**config.mk**
```make
export PLATFORM = sky130hd
export DESIGN_NAME = dma_blk_ctrl
export DESIGN_NICKNAME = d
export VERILOG_FILES = /design/src/rtl/dma_blk_pkg.sv /design/src/rtl/dma_regs.sv /design/src/rtl/dma_seq.sv /design/src/rtl/dma_blk_ctrl.sv
export SDC_FILE = /design/constraint.sdc
export NUM_CORES = 1
export LEC_CHECK = 0
export BUFFER_PORTS_ARGS = -buffer_cell sky130_fd_sc_hd__clkbuf_2
export CORE_UTILIZATION = 59
export CTS_BUF_LIST = sky130_fd_sc_hd__clkbuf_4
export DETAILED_ROUTE_END_ITERATION = 10
export GPL_ROUTABILITY_DRIVEN = 0
export PLACE_DENSITY = 0.88
export SLEW_MARGIN = 20
export SYNTH_ARGS = -nofsm -noshare
export SYNTH_HDL_FRONTEND = slang
export SYNTH_SLANG_ARGS = --single-unit
```
**constraint.sdc**
```tcl
create_clock -name clk_i -period 5 [get_ports clk_i]
set_clock_uncertainty 0.2 [all_clocks]
set_input_delay 1 -clock clk_i [delete_from_list [all_inputs] [get_ports clk_i]]
set_output_delay 1 -clock clk_i [all_outputs]
set_load 0.02 [all_outputs]
```
**src/rtl/dma_blk_pkg.sv**
```systemverilog
package dma_blk_pkg;
  typedef enum logic [1:0] {
    SEL_ADDR = 2'd0,
    SEL_CNT  = 2'd1,
    SEL_CTRL = 2'd2
  } reg_sel_e;

  typedef enum logic [1:0] {
    ST_IDLE = 2'd0,
    ST_REQ  = 2'd1,
    ST_XFER = 2'd2,
    ST_FIN  = 2'd3
  } dma_state_e;

  localparam int unsigned STAT_DIR  = 0;
  localparam int unsigned STAT_DONE = 1;
  localparam int unsigned STAT_BUSY = 2;
endpackage

```
**src/rtl/dma_regs.sv**
```systemverilog
module dma_regs
  import dma_blk_pkg::*;
#(
  parameter int unsigned AW = 16,
  parameter int unsigned CW = 16,
  parameter int unsigned DW = 16
) (
  input  logic          clk_i,
  input  logic          rst_ni,
  input  logic [1:0]    sel_i,
  input  logic          wr_i,
  input  logic          rd_i,
  input  logic [DW-1:0] wdata_i,
  input  logic          busy_i,
  input  logic          step_i,
  input  logic          fin_i,
  output logic [AW-1:0] addr_o,
  output logic [CW-1:0] cnt_o,
  output logic          dir_o,
  output logic [DW-1:0] rdata_o
);
  logic [AW-1:0] addr_q;
  logic [CW-1:0] cnt_q;
  logic          dir_q, done_q;
  logic          wr_ok;

  assign wr_ok = wr_i && !busy_i;

  always_ff @(posedge clk_i or negedge rst_ni) begin
    if (!rst_ni) begin
      addr_q <= '0;
      cnt_q  <= '0;
      dir_q  <= 1'b0;
    end else if (step_i) begin
      addr_q <= addr_q + AW'(1);
      cnt_q  <= cnt_q - CW'(1);
    end else if (wr_ok) begin
      case (reg_sel_e'(sel_i))
        SEL_ADDR: addr_q <= wdata_i[AW-1:0];
        SEL_CNT:  cnt_q  <= wdata_i[CW-1:0];
        SEL_CTRL: dir_q  <= wdata_i[STAT_DIR];
        default:  ;
      endcase
    end
  end

  // completion wins over a same-cycle clearing read
  always_ff @(posedge clk_i or negedge rst_ni) begin
    if (!rst_ni)                              done_q <= 1'b0;
    else if (fin_i)                           done_q <= 1'b1;
    else if (rd_i && sel_i == 2'(SEL_CTRL))   done_q <= 1'b0;
  end

  always_comb begin
    rdata_o = '0;
    case (reg_sel_e'(sel_i))
      SEL_ADDR: rdata_o = DW'(addr_q);
      SEL_CNT:  rdata_o = DW'(cnt_q);
      SEL_CTRL: begin
        rdata_o[STAT_DIR]  = dir_q;
        rdata_o[STAT_DONE] = done_q;
        rdata_o[STAT_BUSY] = busy_i;
      end
      default:  rdata_o = '0;
    endcase
  end

  assign addr_o = addr_q;
  assign cnt_o  = cnt_q;
  assign dir_o  = dir_q;

  a_r6_no_step_at_zero: assert property (@(posedge clk_i) disable iff (!rst_ni)
    step_i |-> cnt_q != '0);
  a_r6_count_steps: assert property (@(posedge clk_i) disable iff (!rst_ni)
    step_i |=> cnt_q == $past(cnt_q) - CW'(1));
  a_r9_write_blocked: assert property (@(posedge clk_i) disable iff (!rst_ni)
    (wr_i && busy_i && !step_i) |=> (addr_q == $past(addr_q) && cnt_q == $past(cnt_q)));
  a_r8_done_on_fin: assert property (@(posedge clk_i) disable iff (!rst_ni)
    fin_i |=> done_q);
endmodule

```
**src/rtl/dma_seq.sv**
```systemverilog
module dma_seq
  import dma_blk_pkg::*;
#(
  parameter int unsigned CW = 16
) (
  input  logic          clk_i,
  input  logic          rst_ni,
  input  logic          dreq_i,
  input  logic          hlda_i,
  input  logic [CW-1:0] cnt_i,
  output logic          hold_o,
  output logic          dack_o,
  output logic          step_o,
  output logic          fin_o,
  output logic          busy_o,
  output logic          irq_o
);
  dma_state_e st_q, st_d;
  logic       last;

  assign last = (cnt_i == CW'(1));

  always_comb begin
    st_d = st_q;
    case (st_q)
      ST_IDLE: if (dreq_i && cnt_i != '0) st_d = ST_REQ;
      ST_REQ:  if (hlda_i)                st_d = ST_XFER;
      ST_XFER: if (last)                  st_d = ST_FIN;
      ST_FIN:                             st_d = ST_IDLE;
      default:                            st_d = ST_IDLE;
    endcase
  end

  always_ff @(posedge clk_i or negedge rst_ni) begin
    if (!rst_ni) st_q <= ST_IDLE;
    else         st_q <= st_d;
  end

  assign hold_o = (st_q == ST_REQ) || (st_q == ST_XFER);
  assign dack_o = (st_q == ST_XFER);
  assign step_o = (st_q == ST_XFER);
  assign fin_o  = (st_q == ST_XFER) && last;
  assign busy_o = (st_q != ST_IDLE);
  assign irq_o  = (st_q == ST_FIN);

  a_r3_master_needs_grant: assert property (@(posedge clk_i) disable iff (!rst_ni)
    $rose(dack_o) |-> $past(hlda_i));
  a_r7_irq_one_cycle: assert property (@(posedge clk_i) disable iff (!rst_ni)
    irq_o |=> !irq_o);
  a_r10_no_hold_at_zero: assert property (@(posedge clk_i) disable iff (!rst_ni)
    (!busy_o && cnt_i == '0) |=> !hold_o);
endmodule

```
**src/rtl/dma_blk_ctrl.sv**
```systemverilog
module dma_blk_ctrl
  import dma_blk_pkg::*;
#(
  parameter int unsigned AW = 16,
  parameter int unsigned CW = 16,
  parameter int unsigned DW = 16
) (
  input  logic          clk_i,
  input  logic          rst_ni,
  input  logic [1:0]    reg_sel_i,
  input  logic          reg_wr_i,
  input  logic          reg_rd_i,
  input  logic [DW-1:0] reg_wdata_i,
  output logic [DW-1:0] reg_rdata_o,
  input  logic          dreq_i,
  output logic          dack_o,
  output logic          hold_o,
  input  logic          hlda_i,
  output logic          irq_o,
  output logic [AW-1:0] bus_addr_o,
  output logic          mem_rd_o,
  output logic          mem_wr_o,
  output logic          io_rd_o,
  output logic          io_wr_o
);
  logic [CW-1:0] cnt;
  logic          dir, step, fin, busy;

  dma_regs #(.AW(AW), .CW(CW), .DW(DW)) u_regs (
    .clk_i   (clk_i),
    .rst_ni  (rst_ni),
    .sel_i   (reg_sel_i),
    .wr_i    (reg_wr_i),
    .rd_i    (reg_rd_i),
    .wdata_i (reg_wdata_i),
    .busy_i  (busy),
    .step_i  (step),
    .fin_i   (fin),
    .addr_o  (bus_addr_o),
    .cnt_o   (cnt),
    .dir_o   (dir),
    .rdata_o (reg_rdata_o)
  );

  dma_seq #(.CW(CW)) u_seq (
    .clk_i  (clk_i),
    .rst_ni (rst_ni),
    .dreq_i (dreq_i),
    .hlda_i (hlda_i),
    .cnt_i  (cnt),
    .hold_o (hold_o),
    .dack_o (dack_o),
    .step_o (step),
    .fin_o  (fin),
    .busy_o (busy),
    .irq_o  (irq_o)
  );

  // fly-by: one read and one write strobe per word
  assign mem_rd_o = step && !dir;
  assign io_wr_o  = step && !dir;
  assign io_rd_o  = step && dir;
  assign mem_wr_o = step && dir;

  a_r3_strobe_needs_hold: assert property (@(posedge clk_i) disable iff (!rst_ni)
    (mem_rd_o || mem_wr_o || io_rd_o || io_wr_o) |-> (hold_o && dack_o));
  a_r5_one_pair: assert property (@(posedge clk_i) disable iff (!rst_ni)
    !((mem_rd_o || io_wr_o) && (io_rd_o || mem_wr_o)));
  a_r4_addr_walk: assert property (@(posedge clk_i) disable iff (!rst_ni)
    (dack_o && $past(dack_o)) |-> bus_addr_o == $past(bus_addr_o) + AW'(1));
  a_r7_bus_released: assert property (@(posedge clk_i) disable iff (!rst_ni)
    irq_o |-> (!hold_o && !dack_o));
endmodule

```
* Word-level counts from Yosys, hierarchy flattened *
Cells that the tools add are included.

cells by class
  div/mod/pow operators = 0
  equal/unequal tests = 9
  $add $sub $neg = 2
  $mul = 0
  magnitude comparators = 0
  shifts and indexed selects = 0
  bitwise gates (word level) = 1
  reductions and logical operators = 21
  mux-type cells = 14

operators with widths
  cell                                                                     count
  16-bit 2-to-1 mux                                                        6
  13-bit one-hot mux with 2 select lines                                   1
  16-bit by 1-bit adder with 16-bit output, second input constant          1
  16-bit by 1-bit equality test with 1-bit output, second input constant   1
  16-bit nonzero test                                                      1
  16-bit by 1-bit subtractor with 16-bit output, second input constant     1
  2-bit nonzero test                                                       5
  3-bit one-hot mux with 3 select lines                                    1
  2-bit one-hot mux with 4 select lines                                    1
  2-bit equality test, second input constant                               3
  1-bit logical AND                                                        6
  2-bit 2-to-1 mux                                                         3
  3-bit AND reduction                                                      2
  2-bit by 1-bit equality test with 1-bit output, second input constant    2
  2-bit logical NOT                                                        2
  2-bit by 1-bit inequality test with 1-bit output, second input constant  2
  2-bit AND reduction                                                      2
  1-bit logical NOT                                                        2
  1-bit 2-to-1 mux                                                         2
  2-bit inequality test, second input constant                             1
  1-bit logical OR                                                         1
  1-bit NOT                                                                1

storage, ports and cells
  memory bits (read-only) = 0
  word-level logic and storage cells = 52
  RAM bits = 0
  memories = 0
  bits of input ports = 24
  output and inout bits = 39
  register bits = 36
  latch bits = 0

* Logic depth before layout (Yosys ltp) *
Gate-level depths: netlist (run 1).

  word-level depth = 5
  mapped depth = 8
  depth with buffers taken out = 7

* Cells and area by module *
Synthesis (run 1) repeated with hierarchy kept, for this count alone.

unflattened totals
  cell total of the unflattened synthesis = 316
  area, all modules = 2,680.1 µm²

by module, submodules not included
  module        seq. area each (µm²)  area each (µm²)  instances  cells an instance
  dma_regs      850.8                 2,369.8          1          285
  dma_seq       50.0                  279.0            1          27
  dma_blk_ctrl  0.0                   31.3             1          4

* Worst setup path before layout (run 1) *
No wires, ideal clock.

  kind = input-to-output
  start point = in reg_sel_i[0]
  end point = out reg_rdata_o[12]
  stages = 4
  buffers on the path = 2
  path slack = 1,789 ps
  data arrival time = 2,011 ps
  required time = 3,800 ps
  cells stage by stage = buf_2 buf_1 mux2i_1 nor2_1

on the way
  longest elaborated chain between the ends = 2
  elaborated cells between the ends (all ways) = 3
  those cells by class = eq/ne (1); mux (1); reduce/logical (1)

ends and longest elaborated chain
  item                                                                                 RTL line            text
  start: declaration                                                                   dma_blk_ctrl.sv:10  input logic [1:0] reg_sel_i,
  2-bit by 1-bit equality test with 1-bit output or 2-bit logical NOT (tied branches)  dma_regs.sv:56      case (reg_sel_e'(sel_i))
  13-bit one-hot mux with 2 select lines *                                             dma_regs.sv:56
  end: declaration                                                                     dma_blk_ctrl.sv:14  output logic [DW-1:0] reg_rdata_o,

Mark *: on every way between the ends. The rest lies on a longest branch, timed or not.

* Final worst setup path (run 1) *
  start point = reg u_seq.st_q[0]
  end point = out mem_rd_o

on the way
  longest elaborated chain between the ends = 2

ends and longest elaborated chain
  item                      RTL line            text
  start: declaration        dma_seq.sv:18       dma_state_e st_q, st_d;
  start signal: assignment  dma_seq.sv:36       else st_q <= st_d;
  2-bit equality test       dma_seq.sv:41       assign step_o = (st_q == ST_XFER);
  1-bit logical AND         dma_blk_ctrl.sv:60  assign mem_rd_o = step && !dir;
  end: declaration          dma_blk_ctrl.sv:21  output logic mem_rd_o,

No other way between the ends.

==> results of run 1 <==
-- logic make-up (layout without fill, tap and decap cells) --
kind of cell             Yosys count  count (layout)  synth area share (%)
XOR/XNOR                           5               5                 1.787
AND/OR/NAND/NOR                  135             135                 26.29
adder cells (fa/ha/maj)            7               7                 3.573
AO/OA/AOI/OAI                     69              69                 18.53
flip-flops                        36              36                 36.75
buffers and inverters             27              78                 4.798
multiplexers                      20              20                 8.269
-- final timing paths --
check | end | start | cells after the start | slack [ns]
max | mem_rd_o | u_seq.st_q[0]$_DFFE_PN0P_ | 6 | 1.56
min | u_regs.done_q$_DFFE_PN0P_ | u_regs.done_q$_DFFE_PN0P_ | 2 | 0.34
max reg2reg | u_regs.addr_o[13]$_DFFE_PN0P_ | u_seq.st_q[0]$_DFFE_PN0P_ | 8 | 2.24
min reg2reg | u_regs.done_q$_DFFE_PN0P_ | u_regs.done_q$_DFFE_PN0P_ | 2 | 0.34
max in group asynchronous | u_regs.addr_o[11]$_DFFE_PN0P_ | rst_ni | 1 | 3.48
min in group asynchronous | u_regs.addr_o[6]$_DFFE_PN0P_ | rst_ni | 1 | 0.57
-- metal layers --
metal	track usage, %	vias to the layer above	wire length [um]
li1	-	1176	-
met1	41.09	1155	2702
met2	50.89	133	3031
met3	5.822	15	537
met4	12.50	0	105
met5	0	-	0
-- report_power, final --
part	switching, mW	leakage, nW	internal, mW
Sequential	0.181	0.395	0.416
Combinational	0.586	0.866	0.352
Clock	0.0897	0.0230	0.0470
-- cells in the mapped netlist (all sizes together) --
cell	n	area, sq um
or3	3	23.77
o22ai	7	43.79
nor2b	3	18.77
ha	7	87.58
and2	2	12.51
and3	3	18.77
or4	2	18.77
a221oi	2	23.77
a21o	1	7.510
o211ai	5	37.54
and4	2	17.52
a32oi	1	8.760
mux2	2	22.52
xor2	2	17.52
nor2	54	202.7
a31oi	2	12.51
o32a	2	20.02
nand2	33	123.9
xnor2	3	26.28
or2	1	6.260
a211oi	7	52.55
dfrtp	36	900.9
o221a	2	22.52
nor4	3	33.78
a22oi	2	15.01
nand2b	2	12.51
and4b	1	10.01
nor3	6	30.03
o21ai	17	85.08
mux2i	18	180.2
nor4bb	1	10.01
a311oi	4	35.03
nor3b	2	15.01
a221o	1	10.01
nand3	13	65.06
buf	5	35.02
inv	9	33.78
a21oi	16	80.08
nand4	4	25.02
clkbuf	13	48.80
-- sequential cells by signal, summed over array words and instances, names as in the netlist --
register	cells
u_regs.addr_o	16
u_regs.cnt_o	16
u_seq.st_q	2
u_regs.dir_o	1
u_regs.done_q	1
-- per-stage QoR --
step | total power [mW] | worst slack, ns
after floorplan | 1.266 | 1.789
after CTS | 1.660 | 1.596
after detailed placement | 1.523 | 1.646
after global placement | 1.492 | 1.680
final | 1.672 | 1.560
after global routing | 1.807 | 1.418
-- final cells by class --
| cell class | instances | area, sq um | area share (%) |
|---|---|---|---|
| Clock buffer | 5 | 37.54 | 1.341 |
| Inverter | 9 | 33.78 | 1.207 |
| Multi-Input combinational cell | 236 | 1439 | 51.41 |
| Sequential cell | 36 | 900.9 | 32.19 |
| Tap cell | 50 | 62.56 | 2.235 |
| Timing Repair Buffer | 64 | 325.3 | 11.62 |
-- worst max-delay path: stages (launching register included) --
cell      delay, ns
dfrtp_1        0.43
inv_1          0.10
ha_1           0.14
buf_4          0.38
inv_1          0.41
nor2_1         0.23
clkbuf_2       0.20
==> impl_metrics.csv, run 1 <==
group,metric,value,unit
cts,htree_levels,2,
logic_synthesis,syn_nets,330,
job,maxCapViolCount,0,
sta,rsz0062_at_grt,"false",
setup_path,critPathMaxFanout,43,
layout,antenna_cells,0,
logic_synthesis,netlist_instances,299,
grt,first_global_vias,2282,
logic_synthesis,synth_warnings,0,
sta,fmax,290.7,MHz
drt,drt_pass1_iterations,6,
power,powerDensity,597.2,nW/um^2
placed_design,place_inst,395,
layout,final_cell_mix,"62 x clkbuf_2, 54 x nor2_1, 36 x dfrtp_1",
floorplan,fp.dieH,66.46,um
floorplan,core_area,4000,sq um
drt,drt_iter0_drc,197,
outcome,status,"completed",
layout,finish.net_count,383,
drt,wl_per_cell,15.94,um
sta,fin_setup_tns,0,ns
logic_synthesis,ys_seq_area_share,36.75,%
setup_path,cp-start-kind,"flop",
floorplan,pin_count,63,
drt,ant_nets,0,
sta,period_share,68.80,%
worst_hold_path,min_path_type,"flop to flop",
layout,fin_util,69.97,%
sta,slew_violations,0,
placed_design,dpl_cell_area,2761,sq um
cts,cts-resized-gates,0,
setup_path,criticalPathCategory,"flop to output port",
grt,antenna_found_initial,0,
placed_design,dp_hpwl,4481,um
sta,setup_viol,0,
sta,period_minus_slack,3.440,ns
cts,clk_latency,0.34,ns
floorplan,rows,23,
cts,cts_tree,"done",
sta,slew_headroom,40.90,%
sta,tightestPinTransition,0.8865,ns
setup_path,arrival,2.24,ns
floorplan,fp.dieArea,4416,sq um
floorplan,initial_core_util,61.28,%
drt,vias_per_cell,6.198,
layout,area_growth,14.19,%
layout,stdcell_area,2799,sq um
logic_synthesis,synth_area,2451,sq um
logic_synthesis,synth_cell_types,49,
cts,post-cts-setup-buffer-count,0,
cts,clkTransAtPathRegs,0.10,ns
grt,grt_use_total,31.34,%
logic_synthesis,syn_area_per_cell,8.198,sq um
cts,cts.path.max_buffers,2,
drt,vias,2479,
drt,drc,0,
cts,postCtsHoldBufs,0,
sta,holdWs,0.3386,ns
logic_synthesis,ys_ff_latch,36,
placed_design,port_buffers,62,
cts,clock-sinks,36,
grt,grt_max_degree,44,
layout,layout_commonest_cell,"clkbuf_2",
setup_path,cp-end-kind,"output port",
grt,grt-ovfl-total,0,
drt,routed_wl,6376,um
cts,clockRootBuffer,"clkbuf_4",
power,power.leakage,1.284,nW
sta,hold_violations,0,
layout,stdcell_count,400,
cts,numCtsBuffers,5,
grt,grt_pass1_wl,10450,um
layout,fillers,324,
layout,drive_gt1_share,22.29,%
floorplan,die_w,66.46,um
setup_path,critPathRequiredTime,3.80,ns
power,ir_worst_vdd,0.3326,mV
No activity file was read; power rests on OpenSTA's default activity.
==> run 2, diff against run 1 <==
--- a/config.mk
+++ b/config.mk
@@ -5,12 +5,13 @@
 export SDC_FILE = /design/constraint.sdc
 export NUM_CORES = 1
 export LEC_CHECK = 0
+export ABC_AREA = 1
 export BUFFER_PORTS_ARGS = -buffer_cell sky130_fd_sc_hd__clkbuf_2
-export CORE_UTILIZATION = 59
+export CORE_UTILIZATION = 56
 export CTS_BUF_LIST = sky130_fd_sc_hd__clkbuf_4
 export DETAILED_ROUTE_END_ITERATION = 10
 export GPL_ROUTABILITY_DRIVEN = 0
-export PLACE_DENSITY = 0.88
+export PLACE_DENSITY = 0.83
 export SLEW_MARGIN = 20
 export SYNTH_ARGS = -nofsm -noshare
 export SYNTH_HDL_FRONTEND = slang
==> constraint.sdc (replaced) <==
create_clock -name clk_i -period 3.6 [get_ports clk_i]
set_clock_uncertainty 0.2 [all_clocks]
set_input_delay 0.72 -clock clk_i [delete_from_list [all_inputs] [get_ports clk_i]]
set_output_delay 0.72 -clock clk_i [all_outputs]
set_load 0.02 [all_outputs]
==> impl_metrics.csv, run 2 <==
group,metric,value,unit
outcome,status,"completed",
logic_synthesis,synth_warnings,0,
logic_synthesis,ys.flop_type,"dfrtp_1",
power,power_frac_clock,8.0,%
logic_synthesis,ys_ff_latch,36,
cts,clk_latency,0.34,ns
drt,vias,2915,
grt,antenna_found_initial,0,
logic_synthesis,synth_area,2654,sq um
floorplan,pin_count,63,
layout,stdcell_area,2995,sq um
drt,ant_nets,0,
power,p_seq_share,32.6,%
setup_path,critPathMaxFanout,15,
grt,grt_use_total,31.23,%
worst_hold_path,min_path_type,"flop to flop",
job,maxCapViolCount,0,
cts,clkTransAtPathRegs,0.10,ns
logic_synthesis,ys_seq_area_share,33.95,%
grt,grt_max_degree,37,
logic_synthesis,yosysMostFrequentCell,"nand2_1",
drt,vias_per_cell,5.937,
layout,area_growth,12.87,%
sta,period_minus_slack,2.749,ns
drt,drt_iter0_drc,330,
power,intPower,1.126,mW
logic_synthesis,synth_edf_count,0,
logic_synthesis,synth_common_cells,"109 x nand2_1, 44 x inv_1, 36 x dfrtp_1, 36 x nand3_1, 32 x nor2_1",
sta,rsz0062_at_grt,"false",
cts,post-cts-setup-buffer-count,0,
setup_path,criticalPathCategory,"input pin to output port",
cts,postCtsHoldBufs,0,
placed_design,dp_hpwl,5709,um
layout,fillers,386,
layout,antenna_cells,0,
cts,cts.path.max_buffers,2,
drt,routed_wl,7533,um
floorplan,rows,24,
logic_synthesis,synthArstFlopShare,100.0,%
cts,cts-resized-gates,0,
power,finalPower,2.475,mW
layout,layout_commonest_cell,"nand2_1",
layout,final_cell_mix,"109 x nand2_1, 62 x clkbuf_2, 44 x inv_1",
placed_design,port_buffers,62,
setup_path,rr_startpoint,"u_seq.st_q[0]$_DFFE_PN0P_",
placed_design,place_inst,486,
logic_synthesis,synth_top_area_share,33.95,%
logic_synthesis,syn_nets,414,
setup_path,cp-start-kind,"input pin",
setup_path,cp-end-kind,"output port",
layout,fin_util,67.40,%
grt,grt_pass1_wl,12180,um
placed_design,dpl_cell_area,2958,sq um
layout,stdcell_count,491,
cts,numCtsBuffers,5,
setup_path,critPathLaunch,"reg_sel_i[0]",
worst_hold_path,worstHoldStart,"u_regs.done_q$_DFFE_PN0P_",
sta,slew_violations,0,
drt,wl_per_cell,15.34,um
power,powerDensity,826.3,nW/um^2
logic_synthesis,synth.largest_area_cell,"dfrtp_1",
cts,cts_tree,"done",
sta,setup_viol,0,
layout,finish.net_count,472,
cts,htree_levels,2,
setup_path,critPathRequiredTime,2.68,ns
sta,period_share,76.37,%
grt,first_global_vias,2581,
drt,drt_pass1_iterations,7,
power,ir_worst_vdd,0.4406,mV
floorplan,initial_core_util,59.71,%
power,swShare,54.52,%
logic_synthesis,synth_cell_types,37,
sta,fin_setup_tns,0,ns
floorplan,fp.dieArea,5018,sq um
floorplan,core_area,4444,sq um
cts,clockRootBuffer,"clkbuf_4",
sta,hold_violations,0,
floorplan,die_w,70.84,um
logic_synthesis,netlist_instances,383,
sta,worst_slack,0.8508,ns
power,p_comb_share,59.5,%
grt,grt-ovfl-total,0,
sta,fmax,363.7,MHz
power,power.leakage,1.524,nW
sta,holdWs,0.3049,ns
power,p_sw,1.349,mW
sta,slew_headroom,36.99,%
sta,tightestPinTransition,0.9452,ns
setup_path,arrival,1.83,ns
cts,clock-sinks,36,
layout,drive_gt1_share,20.73,%
logic_synthesis,syn_area_per_cell,6.929,sq um
logic_synthesis,yosys-top-cells-area,"dfrtp_1 34%, nand2_1 15%, nand3_1 6.8%",
placed_design,pre_cts_ws,0.8747,ns
floorplan,fp.dieH,70.84,um
drt,drc,0,
==> run 2: cell types whose count changed in the layout (fill, tap and decap cells not counted), moves of 7 or more <==
cell,before,now
inv_1,9,44
nor2_1,54,32
o21ai_0,16,25
nand2_1,33,109
a211oi_1,7,0
mux2i_1,18,0
nand3_1,13,36
==> run 2: cell families (layout without fill, tap and decap cells) <==
group | Yosys count | after routing | synth area share, %
AND/OR/NAND/NOR | 203 | 203 | 34.84
AO/OA/AOI/OAI | 73 | 73 | 16.69
XOR/XNOR | 3 | 3 | 0.9903
buffers and inverters | 61 | 117 | 10.23
adder cells (fa/ha/maj) | 7 | 7 | 3.300
flip-flops | 36 | 36 | 33.95
==> run 2: area by class of cell <==
cell class / count / area, sq um / share of cell area [%]
Sequential cell: 36 / 900.9 / 30.08
Tap cell: 52 / 65.06 / 2.172
Clock buffer: 5 / 37.54 / 1.253
Multi-Input combinational cell: 286 / 1481 / 49.46
Timing Repair Buffer: 64 / 325.3 / 10.86
Inverter: 48 / 185.2 / 6.182
==> run 2: power groups by stage <==
stage / logic [mW] / clock network (mW) / registers (mW)
after global routing: 1.63 / 0.215 / 0.831
after global placement: 1.42 / 0 / 0.806
after detailed placement: 1.45 / 0 / 0.808
after CTS: 1.46 / 0.199 / 0.799
after floorplan: 1.01 / 0 / 0.853
final: 1.47 / 0.197 / 0.806
==> run 2: critical path: stages <==
cell and delay [ns]:
clkbuf_2 0.17, nor2_4 0.19, inv_1 0.24, o21ai_0 0.29, clkbuf_2 0.21
==> run 2: final timing paths <==
check                                           endpoint  slack, ns  depth (start not counted)
hold reg to reg                u_regs.done_q$_DFFE_PN0P_       0.30                          2
setup / recovery                          reg_rdata_o[7]       0.85                          5
setup reg to reg            u_regs.cnt_o[13]$_DFFE_PN0P_       1.28                         10
max in group asynchronous  u_regs.addr_o[11]$_DFFE_PN0P_       2.32                          1
hold / removal                 u_regs.done_q$_DFFE_PN0P_       0.30                          2
min in group asynchronous      u_seq.st_q[0]$_DFFE_PN0P_       0.31                          1
==> run 2: layer usage <==
| layer | track usage [%] | up-vias | wire length (um) |
|---|---|---|---|
| met5 | 0 | - | 0 |
| met4 | 13.56 | 0 | 256 |
| met3 | 5.271 | 26 | 709 |
| met2 | 47.22 | 175 | 3314 |
| met1 | 44.42 | 1334 | 3252 |
| li1 | - | 1380 | - |
